$ cat src/rtl/hpd_irq_pkg.sv
package hpd_irq_pkg;
  localparam int NUM_SRC = 5;
  localparam int ADDR_W  = 3;

  localparam int SRC_CORE  = 0;
  localparam int SRC_RISE  = 1;
  localparam int SRC_FALL  = 2;
  localparam int SRC_NONCE = 3;
  localparam int SRC_RND   = 4;

  localparam logic [ADDR_W-1:0] ADDR_CFG   = 3'd0;
  localparam logic [ADDR_W-1:0] ADDR_MASK  = 3'd1;
  localparam logic [ADDR_W-1:0] ADDR_STAT  = 3'd2;
  localparam logic [ADDR_W-1:0] ADDR_CLR   = 3'd3;
  localparam logic [ADDR_W-1:0] ADDR_LEVEL = 3'd4;

  typedef struct packed {
    logic               cfgWr;
    logic               maskWr;
    logic [NUM_SRC-1:0] swSet;
    logic [NUM_SRC-1:0] swClr;
  } ctrlStb_t;
endpackage

$ cat src/rtl/hpd_qual_stage.sv
module hpd_qual_stage #(
  parameter int CNT_W = 4
) (
  input  logic             clk,
  input  logic             rstN,
  input  logic             din,
  input  logic [CNT_W-1:0] thr,
  output logic             dout
);
  logic [CNT_W-1:0] cnt;

  // dout follows din only after thr+1 consecutive differing samples
  always_ff @(posedge clk or negedge rstN) begin
    if (!rstN) begin
      dout <= 1'b0;
      cnt  <= '0;
    end else if (din == dout) begin
      cnt <= '0;
    end else if (cnt >= thr) begin
      dout <= din;
      cnt  <= '0;
    end else begin
      cnt <= cnt + 1'b1;
    end
  end
endmodule

$ cat src/rtl/hpd_reg_ctrl.sv
module hpd_reg_ctrl
  import hpd_irq_pkg::*;
#(
  parameter int DATA_W = 32,
  parameter int CFG_W  = 16
) (
  input  logic              wrEn,
  input  logic [ADDR_W-1:0] addr,
  input  logic [DATA_W-1:0] wrData,
  input  logic [CFG_W-1:0]  cfg,
  input  logic [NUM_SRC-1:0] mask,
  input  logic [NUM_SRC-1:0] pend,
  input  logic              level,
  input  logic              coreIrq,
  output ctrlStb_t          stb,
  output logic [DATA_W-1:0] rdData
);
  logic unusedHi;
  assign unusedHi = ^wrData[DATA_W-1:CFG_W];

  always_comb begin
    stb        = '0;
    stb.cfgWr  = wrEn && (addr == ADDR_CFG);
    stb.maskWr = wrEn && (addr == ADDR_MASK);
    if (wrEn && addr == ADDR_STAT) stb.swSet = wrData[NUM_SRC-1:0];
    if (wrEn && addr == ADDR_CLR)  stb.swClr = wrData[NUM_SRC-1:0];
  end

  always_comb begin
    rdData = '0;
    case (addr)
      ADDR_CFG:   rdData[CFG_W-1:0] = cfg;
      ADDR_MASK:  rdData[NUM_SRC-1:0] = mask;
      ADDR_STAT: begin
        rdData[NUM_SRC-1:0] = pend;
        rdData[DATA_W-1]    = coreIrq;
      end
      ADDR_LEVEL: rdData[0] = level;
      default:    rdData = '0;
    endcase
  end
endmodule

$ cat src/rtl/hpd_datapath.sv
module hpd_datapath
  import hpd_irq_pkg::*;
#(
  parameter int GLITCH_W  = 4,
  parameter int VALID_W   = 12,
  parameter int UNIT_LOG2 = 10,
  parameter int SYNC_N    = 2
) (
  input  logic                          clk,
  input  logic                          rstN,
  input  ctrlStb_t                      stb,
  input  logic [GLITCH_W+VALID_W-1:0]   cfgIn,
  input  logic [NUM_SRC-1:0]            maskIn,
  input  logic                          hpdRaw,
  input  logic                          coreIrq,
  input  logic                          nonceRise,
  input  logic                          rndErr,
  output logic [GLITCH_W+VALID_W-1:0]   cfg,
  output logic [NUM_SRC-1:0]            mask,
  output logic [NUM_SRC-1:0]            pend,
  output logic [NUM_SRC-1:0]            evt,
  output logic                          level,
  output logic                          irqOut
);
  localparam int VCNT_W = VALID_W + UNIT_LOG2;

  logic [SYNC_N-1:0] syncQ;
  logic              deglitched;
  logic              levelPrev, corePrev, noncePrev, rndPrev;
  logic [GLITCH_W-1:0] glitchThr;
  logic [VCNT_W-1:0]   validThr;

  always_ff @(posedge clk or negedge rstN) begin
    if (!rstN) syncQ <= '0;
    else       syncQ <= {syncQ[SYNC_N-2:0], hpdRaw};
  end

  assign glitchThr = cfg[GLITCH_W+VALID_W-1:VALID_W];
  assign validThr  = {cfg[VALID_W-1:0], {UNIT_LOG2{1'b0}}};

  hpd_qual_stage #(.CNT_W(GLITCH_W)) u_glitch (
    .clk(clk), .rstN(rstN), .din(syncQ[SYNC_N-1]), .thr(glitchThr), .dout(deglitched)
  );

  hpd_qual_stage #(.CNT_W(VCNT_W)) u_valid (
    .clk(clk), .rstN(rstN), .din(deglitched), .thr(validThr), .dout(level)
  );

  always_ff @(posedge clk or negedge rstN) begin
    if (!rstN) begin
      levelPrev <= 1'b0;
      corePrev  <= 1'b0;
      noncePrev <= 1'b0;
      rndPrev   <= 1'b0;
    end else begin
      levelPrev <= level;
      corePrev  <= coreIrq;
      noncePrev <= nonceRise;
      rndPrev   <= rndErr;
    end
  end

  always_comb begin
    evt            = '0;
    evt[SRC_CORE]  = coreIrq & ~corePrev;
    evt[SRC_RISE]  = level & ~levelPrev;
    evt[SRC_FALL]  = ~level & levelPrev;
    evt[SRC_NONCE] = nonceRise & ~noncePrev;
    evt[SRC_RND]   = rndErr & ~rndPrev;
  end

  always_ff @(posedge clk or negedge rstN) begin
    if (!rstN) begin
      cfg  <= '0;
      mask <= '0;
      pend <= '0;
    end else begin
      if (stb.cfgWr)  cfg  <= cfgIn;
      if (stb.maskWr) mask <= maskIn;
      pend <= (pend & ~stb.swClr) | stb.swSet | evt;
    end
  end

  assign irqOut = |(pend & mask);
endmodule

$ cat src/rtl/hpd_irq_ctrl.sv
module hpd_irq_ctrl
  import hpd_irq_pkg::*;
#(
  parameter int DATA_W    = 32,
  parameter int GLITCH_W  = 4,
  parameter int VALID_W   = 12,
  parameter int UNIT_LOG2 = 10
) (
  input  logic              clk,
  input  logic              rstN,
  input  logic              wrEn,
  input  logic [ADDR_W-1:0] addr,
  input  logic [DATA_W-1:0] wrData,
  output logic [DATA_W-1:0] rdData,
  input  logic              hpdRaw,
  input  logic              coreIrq,
  input  logic              nonceRise,
  input  logic              rndErr,
  output logic              irqOut
);
  localparam int CFG_W = GLITCH_W + VALID_W;

  ctrlStb_t           stb;
  logic [CFG_W-1:0]   cfg;
  logic [NUM_SRC-1:0] mask, pend, evt;
  logic               level;

  hpd_reg_ctrl #(.DATA_W(DATA_W), .CFG_W(CFG_W)) u_ctrl (
    .wrEn(wrEn), .addr(addr), .wrData(wrData), .cfg(cfg), .mask(mask),
    .pend(pend), .level(level), .coreIrq(coreIrq), .stb(stb), .rdData(rdData)
  );

  hpd_datapath #(.GLITCH_W(GLITCH_W), .VALID_W(VALID_W), .UNIT_LOG2(UNIT_LOG2)) u_dp (
    .clk(clk), .rstN(rstN), .stb(stb), .cfgIn(wrData[CFG_W-1:0]),
    .maskIn(wrData[NUM_SRC-1:0]), .hpdRaw(hpdRaw), .coreIrq(coreIrq),
    .nonceRise(nonceRise), .rndErr(rndErr), .cfg(cfg), .mask(mask),
    .pend(pend), .evt(evt), .level(level), .irqOut(irqOut)
  );
endmodule

$ cat config.mk
export PLATFORM = sky130hd
export DESIGN_NAME = hpd_irq_ctrl
export DESIGN_NICKNAME = d
export VERILOG_FILES = /design/src/rtl/hpd_irq_pkg.sv /design/src/rtl/hpd_qual_stage.sv /design/src/rtl/hpd_reg_ctrl.sv /design/src/rtl/hpd_datapath.sv /design/src/rtl/hpd_irq_ctrl.sv
export SDC_FILE = /design/constraint.sdc
export NUM_CORES = 1
export LEC_CHECK = 0
export ABC_CLOCK_PERIOD_IN_PS = 5300
export BUFFER_PORTS_ARGS = -buffer_cell sky130_fd_sc_hd__buf_2
export CORE_UTILIZATION = 45
export DETAILED_ROUTE_END_ITERATION = 10
export MAX_ROUTING_LAYER = met4
export PLACE_DENSITY = 0.77
export SYNTH_ARGS = -nofsm -noshare
export SYNTH_HDL_FRONTEND = slang
export SYNTH_SLANG_ARGS = --single-unit
export TNS_END_PERCENT = 50
$ cat constraint.sdc
create_clock -name clk -period 5.3 [get_ports clk]
set_input_delay 0.265 -clock clk [delete_from_list [all_inputs] [get_ports clk]]
set_output_delay 0.265 -clock clk [all_outputs]
set_load 0.1 [all_outputs]
; Yosys cells after proc, flatten, opt, wreduce, memory -nomap -nowiden
; Cells that the tools add are included.
[word_totals]
regBits = 60
latchBits = 0
mem_bits_rw = 0
mem_bits_ro = 0
inputBits = 42
out_inout_bits = 33
elab_cells = 57
n_memories = 0
[classes]
n_addsub = 2
multipliers = 0
div_mod_pow = 0
magnitude_cmp = 2
n_eq_ne = 6
shifts = 0
n_mux = 10
n_bitwise = 17
reduce_logical = 8
[ops]
columns = operator, count
row1 = 2-to-1 mux 22 bit, 2
row2 = "adder 22 x 1 -> 22 bit, second input constant", 1
row3 = greater-or-equal comparator 22 bit, 1
row4 = case mux 4 bit (3 select lines), 1
row5 = 2-to-1 mux 11 bit, 1
row6 = AND 5 bit, 2
row7 = 2-to-1 mux 5 bit, 2
row8 = bitwise OR 5 bit, 2
row9 = 2-to-1 mux 4 bit, 2
row10 = NOT 1 bit, 7
row11 = "equality test 3 x 2 -> 1 bit, second input constant", 2
row12 = AND 1 bit, 5
row13 = NOT 5 bit, 1
row14 = OR reduction 5 bit, 1
row15 = "adder 4 x 1 -> 4 bit, second input constant", 1
row16 = greater-or-equal comparator 4 bit, 1
row17 = logical AND 1 bit, 4
row18 = case mux 1 bit (4 select lines), 1
row19 = AND reduction 2 bit, 2
row20 = "equality test 3 x 1 -> 1 bit, second input constant", 1
row21 = "equality test 3 bit, second input constant", 1
row22 = zero test 3 bit, 1
row23 = equality test 1 bit, 2
row24 = 2-to-1 mux 1 bit, 1

; Depth between registers and ports, before layout
; Gate-level depths: netlist of the first run.
[logic_depth]
ltp_word = 7
mapped_depth = 8
ltp_nobuf = 7

; Cells and area by module
; Synthesis of the first run repeated with hierarchy kept, for this count alone.
[hier_totals]
cells_unflattened = 356
hier_area_um2 = 3776.1
[by_module_without_submodules]
columns = module, instances, cells_each, area_per_inst_um2, seq_area_each_um2
row1 = hpd_qual_stage (u_dp.u_valid), 1, 181, 1687.9, 575.6
row2 = hpd_datapath, 1, 74, 1224.9, 800.8
row3 = hpd_reg_ctrl, 1, 71, 534.3, 0.0
row4 = hpd_qual_stage (u_dp.u_glitch), 1, 30, 329.1, 125.1

; Worst setup path before layout of the first run
; Ideal clock, no wire load.
[synth_timing]
kind = input -> output
from = input addr[2]
to = output rdData[0]
arrival_ps = 2835
t_required_ps = 5035
path_slack_ps = 2200
path_stages = 5
n_path_buf = 1
cell_sequence = clkbuf_1 -> mux2i_1 -> nor2_1 -> a21oi_1 -> o21ai_0
[synth_between]
elab_chain_cells = 2
word_cells_on_any_way = 5
[synth_rtl]
columns = element, line
row1 = start: declaration, hpd_irq_ctrl.sv:12  ; input logic [ADDR_W-1:0] addr,
row2 = equality test 3 bit (tied with other cells), hpd_reg_ctrl.sv:31  ; case (addr)
row3 = case mux 1 bit (4 select lines) *, hpd_reg_ctrl.sv:31
row4 = end: declaration, hpd_irq_ctrl.sv:14  ; output logic [DATA_W-1:0] rdData,
; Mark *: on every way between the ends. The rest lies on a longest branch, timed or not.

; Worst setup path in the final report of the first run
[layout_timing]
from = input addr[1]
to = register u_dp.cfg[12]
[layout_between]
elab_chain_cells = 2
[layout_rtl]
columns = element, line
row1 = zero test 3 bit, hpd_reg_ctrl.sv:23  ; stb.cfgWr = wrEn && (addr == ADDR_CFG);
row2 = logical AND 1 bit, hpd_reg_ctrl.sv:23
row3 = end signal: assignment, hpd_datapath.sv:78  ; if (stb.cfgWr) cfg <= cfgIn;
row4 = end: declaration, hpd_datapath.sv:18  ; output logic [GLITCH_W+VALID_W-1:0] cfg,
; No other way between the ends.
; A chain may end at the register's enable or synchronous reset.

==> metrics.csv, run 1 <==
stage,metric,value,unit
status,outcome,completed,
grt,largest net degree at the start of global routing,61,
worst_setup_path,CP peak stage delay,920,ps
final_layout,sequential cell area,1500,um^2
synth,simple-gate share of the synthesized area,0.199,
power_and_ir_drop,cell-internal power,863,uW
final_layout,P&R area growth vs syn,12.7,%
clocking,H-tree Lvls,3,
worst_setup_path,Worst EP arrival,2620,ps
final_layout,fin nets,441,
synth,main combinational cell family by area after synthesis,simple AND/OR/NAND/NOR gates,
timing,"Slew Viols, Final",0,
clocking,hold bufs inserted after CTS,0,
synth,Synth Area in Compound Gates,0.0743,
timing,Slew HR,0.243,
final_layout,Fillers,626,
hold_path,WHS Endpoint,u_dp.syncQ[0],
worst_setup_path,crit end category,flop,
worst_setup_path,reg2reg end,u_dp.u_valid.cnt[17],
hold_path,Worst Hold Class,in2reg,
synth,sequential element share of the synthesized area,0.462,
worst_setup_path,critical path required time,5520,ps
place,RD Place Congestion,0.870,
grt,initial antenna violation count,0,
power_and_ir_drop,Worst VDD drop,135,uV
route,Initial DRT Pass Iterations,5,
final_layout,area of the multi-input gates,1540,um^2
clocking,TritonCTS Buffers,9,
synth,Synth area leader,dfrtp_1,
timing,fin crit share,0.454,
hold_path,hold path depth,1,
synth,Synth warnings,0,
place,dpl cells,465,
synth,mux cell area share after synthesis,0.0466,
final_layout,ANT cells,0,
timing,Fin. Hold Viols,0,
synth,area share of the largest cell type after synthesis,0.462,
clocking,clock root cell,clkbuf_8,
synth,XOR/XNOR Fraction of Synth Area,0.0647,
worst_setup_path,slowest CP cell,nor3_1,
floorplan,die area,7560,um^2
route,Final Routed Wirelength,5830,um
grt,Global Route Usage Sum,0.178,
timing,Worst-Margin Slew,1130,ps
floorplan,die width,87.0,um
timing,Final setup viols,0,
clocking,clock sink total,60,
synth,Adder-Cell Fraction of Synth Area,0.0732,
synth,Avg Inst Size Synth,9.64,um^2
final_layout,layout cells sized above 1,0.188,
floorplan,io pins,75,
power_and_ir_drop,Leak,1.84,nW
clocking,Worst-Skew Late Latency,340,ps
clocking,CTS tree,done,
synth,top post-synthesis cells by area,"dfrtp_1 46%, ha_1 7.3%, nor2_1 4.5%",
hold_path,hold path start,hpdRaw,
worst_setup_path,worst reg-to-reg path cell count,5,
timing,minimum clock period,2410,ps
power_and_ir_drop,combinational share of power,0.282,
floorplan,core area,6870,um^2
grt,vias in the first global route,2351,
clocking,Bufs on Longest Clock Path,2,
synth,"Distinct cells, synth",36,
power_and_ir_drop,Pwr per Cell Area,372,nW/um^2
route,Post-DRT Antenna Nets,0,
worst_setup_path,Worst Path Max Fanout,30,
floorplan,Initial Util,0.473,
power_and_ir_drop,Clock Power Share,0.293,
final_layout,fin cells,480,
timing,fmax,0.416,GHz
worst_setup_path,CP startpoint kind,input pin,
route,DRC,0,
timing,Setup Skew,6.59,ps
route,average wire per standard cell,12.1,um
power_and_ir_drop,switching power,499,uW
worst_setup_path,R2R Setup Slk,3300,ps
power_and_ir_drop,register share of total power,0.425,
route,DR vias,2348,
power_and_ir_drop,switch share,0.366,
route,DR iter-0 viols,64,
synth,mapped cell area,3250,um^2
place,DPL Wire Length,4260,um
worst_setup_path,RR Startpoint,u_dp.u_valid.cnt[7],
timing,RSZ-0062 raised after global routing,false,
clocking,Post-CTS Resized,0,
clocking,number of setup buffers added after CTS,0,
worst_setup_path,critical path type,in2reg,
grt,first-pass GRT wire length,10100,um
floorplan,floorplan row count,30,
place,input/output buffers,43,
timing,TNS Setup,0,ps
timing,worst hold slack,43.3,ps
synth,#FFs+latches synth,60,
clocking,"Reg clk slew, reported paths",60,ps
job,max-cap violation count,0,
synth,Mapped Cells,337,
route,vias per cell,4.89,
floorplan,Die H,87.0,um
grt,final global-route overflow total,0,
worst_setup_path,worst-path cell chain,"buf_2, nor3_1, and2_1, mux2_2",
## cell usage after synthesis, drive strengths merged
cell	n
xnor2	8
nand2b	2
or4	2
ha	19
a21oi	11
o21ai	16
o31ai	1
a222oi	1
dfrtp	60
nor2b	7
mux2	9
inv	23
nand2	29
nand4	5
mux2i	5
o211ai	1
nor2	39
a22oi	1
and3	13
nor4	1
a21o	2
xor2	16
buf	19
conb	1
clkbuf	7
and4	3
nor3	4
and2	12
a221o	5
o221ai	1
nand3	14
## through the flow
stage	setup slack [ps]	utilization	total power, mW	instance area [um^2]
final	2890	0.533	1.36	3660
after floorplan	2200	-	0.919	3300
after global placement	2600	0.506	0.963	3470
after global routing	2610	0.533	1.45	3660
after CTS	2810	0.533	1.38	3660
after detailed placement	2470	0.506	0.976	3470
## worst max-delay path by stage
stage | startpoint | endpoint | cells after the start
floorplan | addr[2] | rdData[0] | 5
global placement | addr[0] | u_dp.cfg[12] | 4
detailed placement | addr[1] | u_dp.cfg[12] | 4
CTS | addr[1] | u_dp.cfg[12] | 4
global route | addr[1] | u_dp.cfg[12] | 4
finish | addr[1] | u_dp.cfg[12] | 4
## routing by layer
metal / track usage / part of all wire
met1: 0.213 / 0.48
met2: 0.286 / 0.47
met3: 0.0398 / 0.043
met4: 0.0848 / 0.012
met5: - / 0
## registers in the layout, summed over array words and instances, names as in the netlist
register,flops
u_dp.mask,5
u_dp.u_valid.cnt,22
u_dp.levelPrev,1
u_dp.syncQ,2
u_dp.corePrev,1
u_dp.cfg,16
u_dp.pend,5
u_dp.u_glitch.dout,1
u_dp.rndPrev,1
u_dp.u_glitch.cnt,4
u_dp.u_valid.dout,1
u_dp.noncePrev,1
## power by group through the flow
stage | sequential, mW | combinational [mW] | clock [mW]
after floorplan | 0.572 | 0.347 | 0
after global placement | 0.584 | 0.379 | 0
after detailed placement | 0.588 | 0.389 | 0
after CTS | 0.579 | 0.391 | 0.408
after global routing | 0.589 | 0.434 | 0.427
final | 0.579 | 0.384 | 0.398
## layout by cell type (no fill, tap or decap), types with 2 or more instances in the layout
cell and n:
dfrtp_1 60, buf_2 43, nor2_1 39, nand2_1 29, inv_1 23, ha_1 19
xor2_1 16, o21ai_0 16, conb_1 15, nand3_1 13, and2_1 12, a21oi_1 11
and3_1 11, clkbuf_8 10, mux2_2 9, xnor2_1 8, nor2b_1 7, mux2i_1 5
nand4_1 5, a221o_1 5, nor3_1 4, clkinv_2 3, nand2b_1 2, a21o_1 2
or4_1 2, and4_1 2, and3_2 2
## cell type report
cell class,instances,share of cell area
clock buffers,10,0.0376
clock inverters,5,0.0143
inverters,23,0.0236
multi-input cells,242,0.421
flip-flops and latches,60,0.410
well taps,96,0.0328
repair buffers,44,0.0608
## worst max-delay path: cells and delay by family
| family | cells | cell delay, ps |
|---|---|---|
| simple gates | 2 | 1780 |
| mux | 1 | 420 |
| buf+inv | 1 | 160 |
## cells by family after synthesis
logic type / Yosys count
compound gates: 39
xor+xnor: 24
fa+ha+maj: 19
buf+inv: 49
flops: 60
mux: 14
other cells: 1
simple gates: 131
Power figures use the tool's default switching activity.
==> run 2, diff against run 1 <==
--- a/config.mk
+++ b/config.mk
@@ -5,12 +5,13 @@
 export SDC_FILE = /design/constraint.sdc
 export NUM_CORES = 1
 export LEC_CHECK = 0
-export ABC_CLOCK_PERIOD_IN_PS = 5300
+export ABC_AREA = 1
+export ABC_CLOCK_PERIOD_IN_PS = 2200
 export BUFFER_PORTS_ARGS = -buffer_cell sky130_fd_sc_hd__buf_2
 export CORE_UTILIZATION = 45
 export DETAILED_ROUTE_END_ITERATION = 10
 export MAX_ROUTING_LAYER = met4
-export PLACE_DENSITY = 0.77
+export PLACE_DENSITY = 0.79
 export SYNTH_ARGS = -nofsm -noshare
 export SYNTH_HDL_FRONTEND = slang
 export SYNTH_SLANG_ARGS = --single-unit
==> constraint.sdc (replaced) <==
create_clock -name clk -period 2.2 [get_ports clk]
set_input_delay 0.11 -clock clk [delete_from_list [all_inputs] [get_ports clk]]
set_output_delay 0.11 -clock clk [all_outputs]
set_load 0.1 [all_outputs]
==> metrics.csv, run 2 <==
stage,metric,value,unit
floorplan,io pins,75,
synth,Main synth FF type,dfrtp_1,
route,average wire per standard cell,12.0,um
route,DRC,0,
timing,minimum clock period,1830,ps
timing,Setup Skew,9.50,ps
synth,Async SR Flop Fraction,1.00,
timing,TNS Setup,0,ps
route,Initial DRT Pass Iterations,4,
floorplan,die width,89.5,um
final_layout,Largest Register,u_dp.u_valid.cnt,
worst_setup_path,critical path required time,2420,ps
clocking,"Reg clk slew, reported paths",60,ps
clocking,Worst-Skew Late Latency,340,ps
final_layout,max FFs per register,22,
route,M1 wire length,3140,um
place,DPL Wire Length,5230,um
floorplan,core area,7330,um^2
worst_setup_path,worst reg-to-reg path cell count,9,
timing,Worst-Margin Slew,730,ps
clocking,hold bufs inserted after CTS,6,
route,vias per cell,4.83,
clocking,clock sink total,60,
route,Max Used Layer,met4,
clocking,Bufs on Longest Clock Path,2,
route,Final Routed Wirelength,7120,um
power_and_ir_drop,Pwr per Cell Area,824,nW/um^2
power_and_ir_drop,overall power,3.29,mW
final_layout,fin nets,551,
worst_setup_path,Buf/Inv on CP,2,
timing,Fin. Hold Viols,0,
clocking,clock root cell,clkbuf_8,
grt,vias in the first global route,2782,
floorplan,Initial Util,0.470,
synth,#FFs+latches synth,60,
floorplan,floorplan row count,31,
synth,most frequent cell after synthesis,nand2_1,
grt,largest net degree at the start of global routing,33,
final_layout,ANT cells,0,
job,max-cap violation count,0,
worst_setup_path,CP Capture Point,u_dp.u_valid.cnt[0],
worst_setup_path,critical path type,reg2reg,
hold_path,hold path start,wrData[4],
synth,top post-synthesis cells by area,"dfrtp_1 44%, nand2_1 10%, nor2_1 8.7%",
power_and_ir_drop,Worst VDD drop,473,uV
synth,"Distinct cells, synth",33,
synth,Synth area leader,dfrtp_1,
place,input/output buffers,43,
worst_setup_path,CP peak stage delay,400,ps
final_layout,P&R area growth vs syn,16.0,%
floorplan,Die H,89.5,um
synth,leading post-synthesis cells by instance count,"93 x nand2_1, 80 x nor2_1, 60 x dfrtp_1, 54 x inv_1, 19 x ha_1",
grt,initial antenna violation count,0,
timing,worst hold slack,18.9,ps
synth,sequential element share of the synthesized area,0.436,
timing,fmax,0.546,GHz
final_layout,sequential cell area,1500,um^2
clocking,Post-CTS Resized,0,
synth,area share of the largest cell type after synthesis,0.436,
timing,Slew HR,0.513,
route,wire length on met2,3530,um
synth,Avg Inst Size Synth,7.94,um^2
final_layout,most frequent cells in the layout,"93 x nand2_1, 80 x nor2_1, 60 x dfrtp_1, 54 x inv_1, 43 x buf_2",
clocking,number of setup buffers added after CTS,0,
worst_setup_path,CP Launch Point,u_dp.u_valid.cnt[21],
final_layout,Fillers,678,
route,Post-DRT Antenna Nets,0,
synth,mapped cell area,3450,um^2
clocking,H-tree Lvls,3,
worst_setup_path,Worst EP arrival,2050,ps
synth,Synth warnings,0,
synth,Post-synth EDFFs,0,
route,DR vias,2870,
worst_setup_path,RR Startpoint,u_dp.u_valid.cnt[21],
timing,RSZ-0062 raised after global routing,false,
status,outcome,completed,
worst_setup_path,worst-path cell chain,"ha_1, nand2_1, nor2_1, nand2_1, inv_1, nand3_1, nand4_2, buf_4, nor2_1",
timing,"Slew Viols, Final",0,
hold_path,Worst Hold Class,in2reg,
route,DR iter-0 viols,138,
place,RD Place Congestion,0.949,
power_and_ir_drop,Leak,2.05,nW
grt,Global Route Usage Sum,0.205,
route,met3 WL,376,um
worst_setup_path,CP startpoint kind,flop,
clocking,TritonCTS Buffers,9,
synth,Mapped Cells,434,
worst_setup_path,crit end category,flop,
worst_setup_path,R2R Setup Slk,370,ps
timing,fin crit share,0.832,
worst_setup_path,Crit path max-delay family,simple AND/OR/NAND/NOR gates,
grt,final global-route overflow total,0,
worst_setup_path,reg2reg end,u_dp.u_valid.cnt[0],
timing,Final setup viols,0,
worst_setup_path,Crit path depth,9,
clocking,CTS tree,done,
floorplan,die area,8010,um^2
final_layout,largest registers,"u_dp.u_valid.cnt: 22 flops, u_dp.cfg: 16 flops",
final_layout,layout cells sized above 1,0.154,
grt,first-pass GRT wire length,12000,um
final_layout,"commonest non-fill, non-tap cell in the layout",nand2_1,
worst_setup_path,Worst Path Max Fanout,22,
worst_setup_path,slowest CP cell,dfrtp_1,
final_layout,area of the multi-input gates,1630,um^2
[run 2: cell count changes after synthesis, moves of 9 or more]
cell	before	now
mux2_2	9	0
and3_1	11	0
and2_1	12	1
nor2_1	39	80
inv_1	23	54
nand2_1	29	93
[run 2: worst min path at each step]
stage	end	slack, ps	cells past startpoint
floorplan	u_dp.cfg[0]	-190	0
global placement	u_dp.noncePrev	200	1
detailed placement	u_dp.corePrev	210	1
CTS	u_dp.pend[4]	10	3
global route	u_dp.cfg[7]	30	3
finish	u_dp.pend[4]	20	3
[run 2: routing by layer]
metal / global-route usage / vias to the layer above
met5: - / -
met4: 0.0722 / 0
li1: - / 1447
met1: 0.233 / 1333
met2: 0.349 / 80
met3: 0.0545 / 10
[run 2: layout make-up]
class / instances / area share
sequential: 60 / 0.376
inverter: 56 / 0.0526
timing repair buffer: 52 / 0.0776
multi-input combinational: 311 / 0.409
clock inverter: 4 / 0.0182
clock buffer: 12 / 0.0363
tap: 99 / 0.0310
[run 2: logic make-up (layout without fill, tap and decap cells)]
logic type	count (synthesis)	after routing	synth area share
and+or+nand+nor	218	218	0.277
buffers and inverters	77	124	0.106
DFF	60	60	0.436
AOI/OAI and AO/OA	43	43	0.0708
adders and majority gates	19	19	0.0690
xor gates and xnor gates	16	16	0.0407
other	1	15	0.00109
[run 2: report_power, final]
| part | leakage, nW | switching, mW | internal (mW) |
|---|---|---|---|
| Sequential | 0.752 | 0.102 | 1.23 |
| Combinational | 1.19 | 0.642 | 0.220 |
| Clock | 0.107 | 0.426 | 0.668 |
[run 2: worst reg2reg max path, stage by stage (launching register included)]
cell	delay [ps]
dfrtp_1	400
ha_1	310
nand2_1	70
nor2_1	190
nand2_1	100
inv_1	60
nand3_1	120
nand4_2	110
buf_4	270
nor2_1	90
[run 2: metrics by stage]
stage	cells	util	instance area, um^2	setup slack, ps
finish	594	0.545	4000	369
global route	594	0.545	4000	215
CTS	594	0.545	4000	362
detailed placement	572	0.507	3720	388
global placement	572	0.507	3720	436
floorplan	448	-	3500	223
==> run 3, diff against run 2 <==
--- a/config.mk
+++ b/config.mk
@@ -6,12 +6,12 @@
 export NUM_CORES = 1
 export LEC_CHECK = 0
 export ABC_AREA = 1
-export ABC_CLOCK_PERIOD_IN_PS = 2200
+export ABC_CLOCK_PERIOD_IN_PS = 1800
 export BUFFER_PORTS_ARGS = -buffer_cell sky130_fd_sc_hd__buf_2
 export CORE_UTILIZATION = 45
 export DETAILED_ROUTE_END_ITERATION = 10
 export MAX_ROUTING_LAYER = met4
-export PLACE_DENSITY = 0.79
+export PLACE_DENSITY = 0.76
 export SYNTH_ARGS = -nofsm -noshare
 export SYNTH_HDL_FRONTEND = slang
 export SYNTH_SLANG_ARGS = --single-unit
==> constraint.sdc (replaced) <==
create_clock -name clk -period 1.8 [get_ports clk]
set_input_delay 0.09 -clock clk [delete_from_list [all_inputs] [get_ports clk]]
set_output_delay 0.09 -clock clk [all_outputs]
set_load 0.1 [all_outputs]
==> metrics.csv, run 3 (synthesis results as in run 2) <==
stage,metric,value,unit
final_layout,fin util,0.569,
grt,final global-route overflow total,0,
route,Final Routed Wirelength,7150,um
worst_setup_path,critical path type,reg2reg,
place,input/output buffers,43,
timing,RSZ-0062 raised after global routing,false,
power_and_ir_drop,cell-internal power,2.77,mW
place,Place WS,57.5,ps
worst_setup_path,slowest CP cell,dfrtp_1,
final_layout,ANT cells,0,
final_layout,Largest Register,u_dp.u_valid.cnt,
worst_setup_path,critical path required time,2070,ps
final_layout,"commonest non-fill, non-tap cell in the layout",nand2_1,
timing,Setup Skew,6.08,ps
final_layout,design area,4170,um^2
timing,Worst-Margin Slew,558,ps
grt,first-pass GRT wire length,12500,um
power_and_ir_drop,overall power,4.24,mW
place,DPL Wire Length,5300,um
floorplan,core area,7330,um^2
grt,vias in the first global route,2915,
worst_setup_path,CP startpoint kind,flop,
clocking,clock sink total,60,
timing,Slew HR,0.628,
clocking,CTS tree,done,
floorplan,floorplan row count,31,
route,vias per cell,4.82,
power_and_ir_drop,Clock Power Share,0.356,
place,Placed Area,3760,um^2
final_layout,P&R area growth vs syn,21.1,%
floorplan,die width,89.5,um
floorplan,Die H,89.5,um
clocking,H-tree Lvls,3,
hold_path,Worst Hold Class,in2reg,
timing,Final Worst Setup Slack,113,ps
floorplan,die area,8010,um^2
status,outcome,completed,
final_layout,fin cells,606,
final_layout,most frequent cells in the layout,"92 x nand2_1, 75 x nor2_1, 60 x dfrtp_1, 52 x inv_1, 43 x buf_2",
worst_setup_path,CP peak stage delay,410,ps
power_and_ir_drop,switch share,0.346,
worst_setup_path,Buf/Inv on CP,1,
place,dpl cells,574,
clocking,clock root cell,clkbuf_8,
worst_setup_path,Worst EP arrival,1950,ps
timing,"Slew Viols, Final",0,
grt,largest net degree at the start of global routing,39,
final_layout,largest registers,"u_dp.u_valid.cnt: 22 flops, u_dp.cfg: 16 flops",
clocking,Bufs on Longest Clock Path,2,
route,Post-DRT Antenna Nets,0,
worst_setup_path,R2R Setup Slk,110,ps
timing,Fin. Hold Viols,0,
clocking,Worst-Skew Late Latency,340,ps
floorplan,Initial Util,0.470,
worst_setup_path,Crit path max-delay family,simple AND/OR/NAND/NOR gates,
power_and_ir_drop,combinational share of power,0.259,
timing,Final setup viols,0,
route,DR vias,2920,
power_and_ir_drop,Leak,2.12,nW
worst_setup_path,crit end category,flop,
final_layout,fin nets,563,
grt,initial antenna violation count,0,
power_and_ir_drop,Pwr per Cell Area,1020,nW/um^2
power_and_ir_drop,Worst VDD drop,533,uV
worst_setup_path,worst-path cell chain,"ha_1, nand2_1, nor2_2, nand2_1, nor2_1, nor2_2, nand4_2, buf_12, nor2_1",
route,average wire per standard cell,11.8,um
route,DRC,0,
clocking,TritonCTS Buffers,9,
route,DR iter-0 viols,153,
power_and_ir_drop,switching power,1.47,mW
timing,fin crit share,0.937,
final_layout,layout cells sized above 1,0.178,
final_layout,max FFs per register,22,
worst_setup_path,Worst Path Max Fanout,22,
job,max-cap violation count,0,
clocking,"Reg clk slew, reported paths",70,ps
floorplan,io pins,75,
grt,Global Route Usage Sum,0.213,
route,Initial DRT Pass Iterations,4,
place,RD Place Congestion,0.933,
timing,minimum clock period,1690,ps
timing,fmax,0.593,GHz
power_and_ir_drop,register share of total power,0.385,
## run 3: changes by cell type in the layout (fill, tap and decap cells not counted), moves of 2 or more
| cell | change |
|---|---|
| dlygate4sd3_1 | +9 |
| nor2_1 | -5 |
| nor2_2 | +5 |
| buf_4 | +2 |
| clkbuf_1 | -2 |
| inv_1 | -2 |
| inv_2 | +2 |
## run 3: stage by stage
stage | setup TNS (ps) | hold slack [ps]
floorplan | -1250 | -206
CTS | 0 | 0.295
global route | 0 | 1.34
global placement | 0 | 101
detailed placement | 0 | 110
finish | 0 | 0.0719
## run 3: final timing paths
check / from / endpoint / depth (start not counted)
hold reg to reg: u_dp.syncQ[0] / u_dp.syncQ[1] / 0
setup / recovery: u_dp.u_valid.cnt[21] / u_dp.u_valid.cnt[12] / 9
min in group asynchronous: rstN / u_dp.u_valid.cnt[21] / 2
setup reg to reg: u_dp.u_valid.cnt[21] / u_dp.u_valid.cnt[12] / 9
hold / removal: wrData[4] / u_dp.pend[4] / 3
max in group asynchronous: rstN / u_dp.levelPrev / 3
## run 3: tightest hold or removal path, cell delays in order
cell and delay, ps:
buf_2 90, nand2_1 50, o211ai_1 80
## run 3: timing repair
action | CTS | global route
hold endpoints to repair | 36 | 0
resized for setup | 0 | 4
endpoints found under the setup margin | 0 | 22
hold buffers | 15 | 0
buffers inserted | 0 | 1
## run 3: final cells by class
type                            count  area (um^2)
Fill cell                         664         3160
Multi-Input combinational cell    311         1650
Sequential cell                    60         1500
Timing Repair Buffer               64          435
Inverter                           56          210
Clock buffer                       10          138
Tap cell                           99          124
Clock inverter                      6          111
## run 3: layer usage
| layer | wire [um] | vias to the layer above | GRT usage |
|---|---|---|---|
| met5 | 0 | - | - |
| li1 | - | 1476 | - |
| met4 | 91 | 0 | 0.0722 |
| met1 | 3290 | 1371 | 0.245 |
| met3 | 241 | 9 | 0.0600 |
| met2 | 3520 | 64 | 0.359 |
## run 3: power by group through the flow
stage               clock network [mW]  registers, mW  logic (mW)
detailed placement                   0           1.65        1.07
finish                            1.51           1.63        1.10
global placement                     0           1.64        1.04
floorplan                            0           1.62       0.891
CTS                               1.54           1.63        1.10
global route                      1.59           1.65        1.22
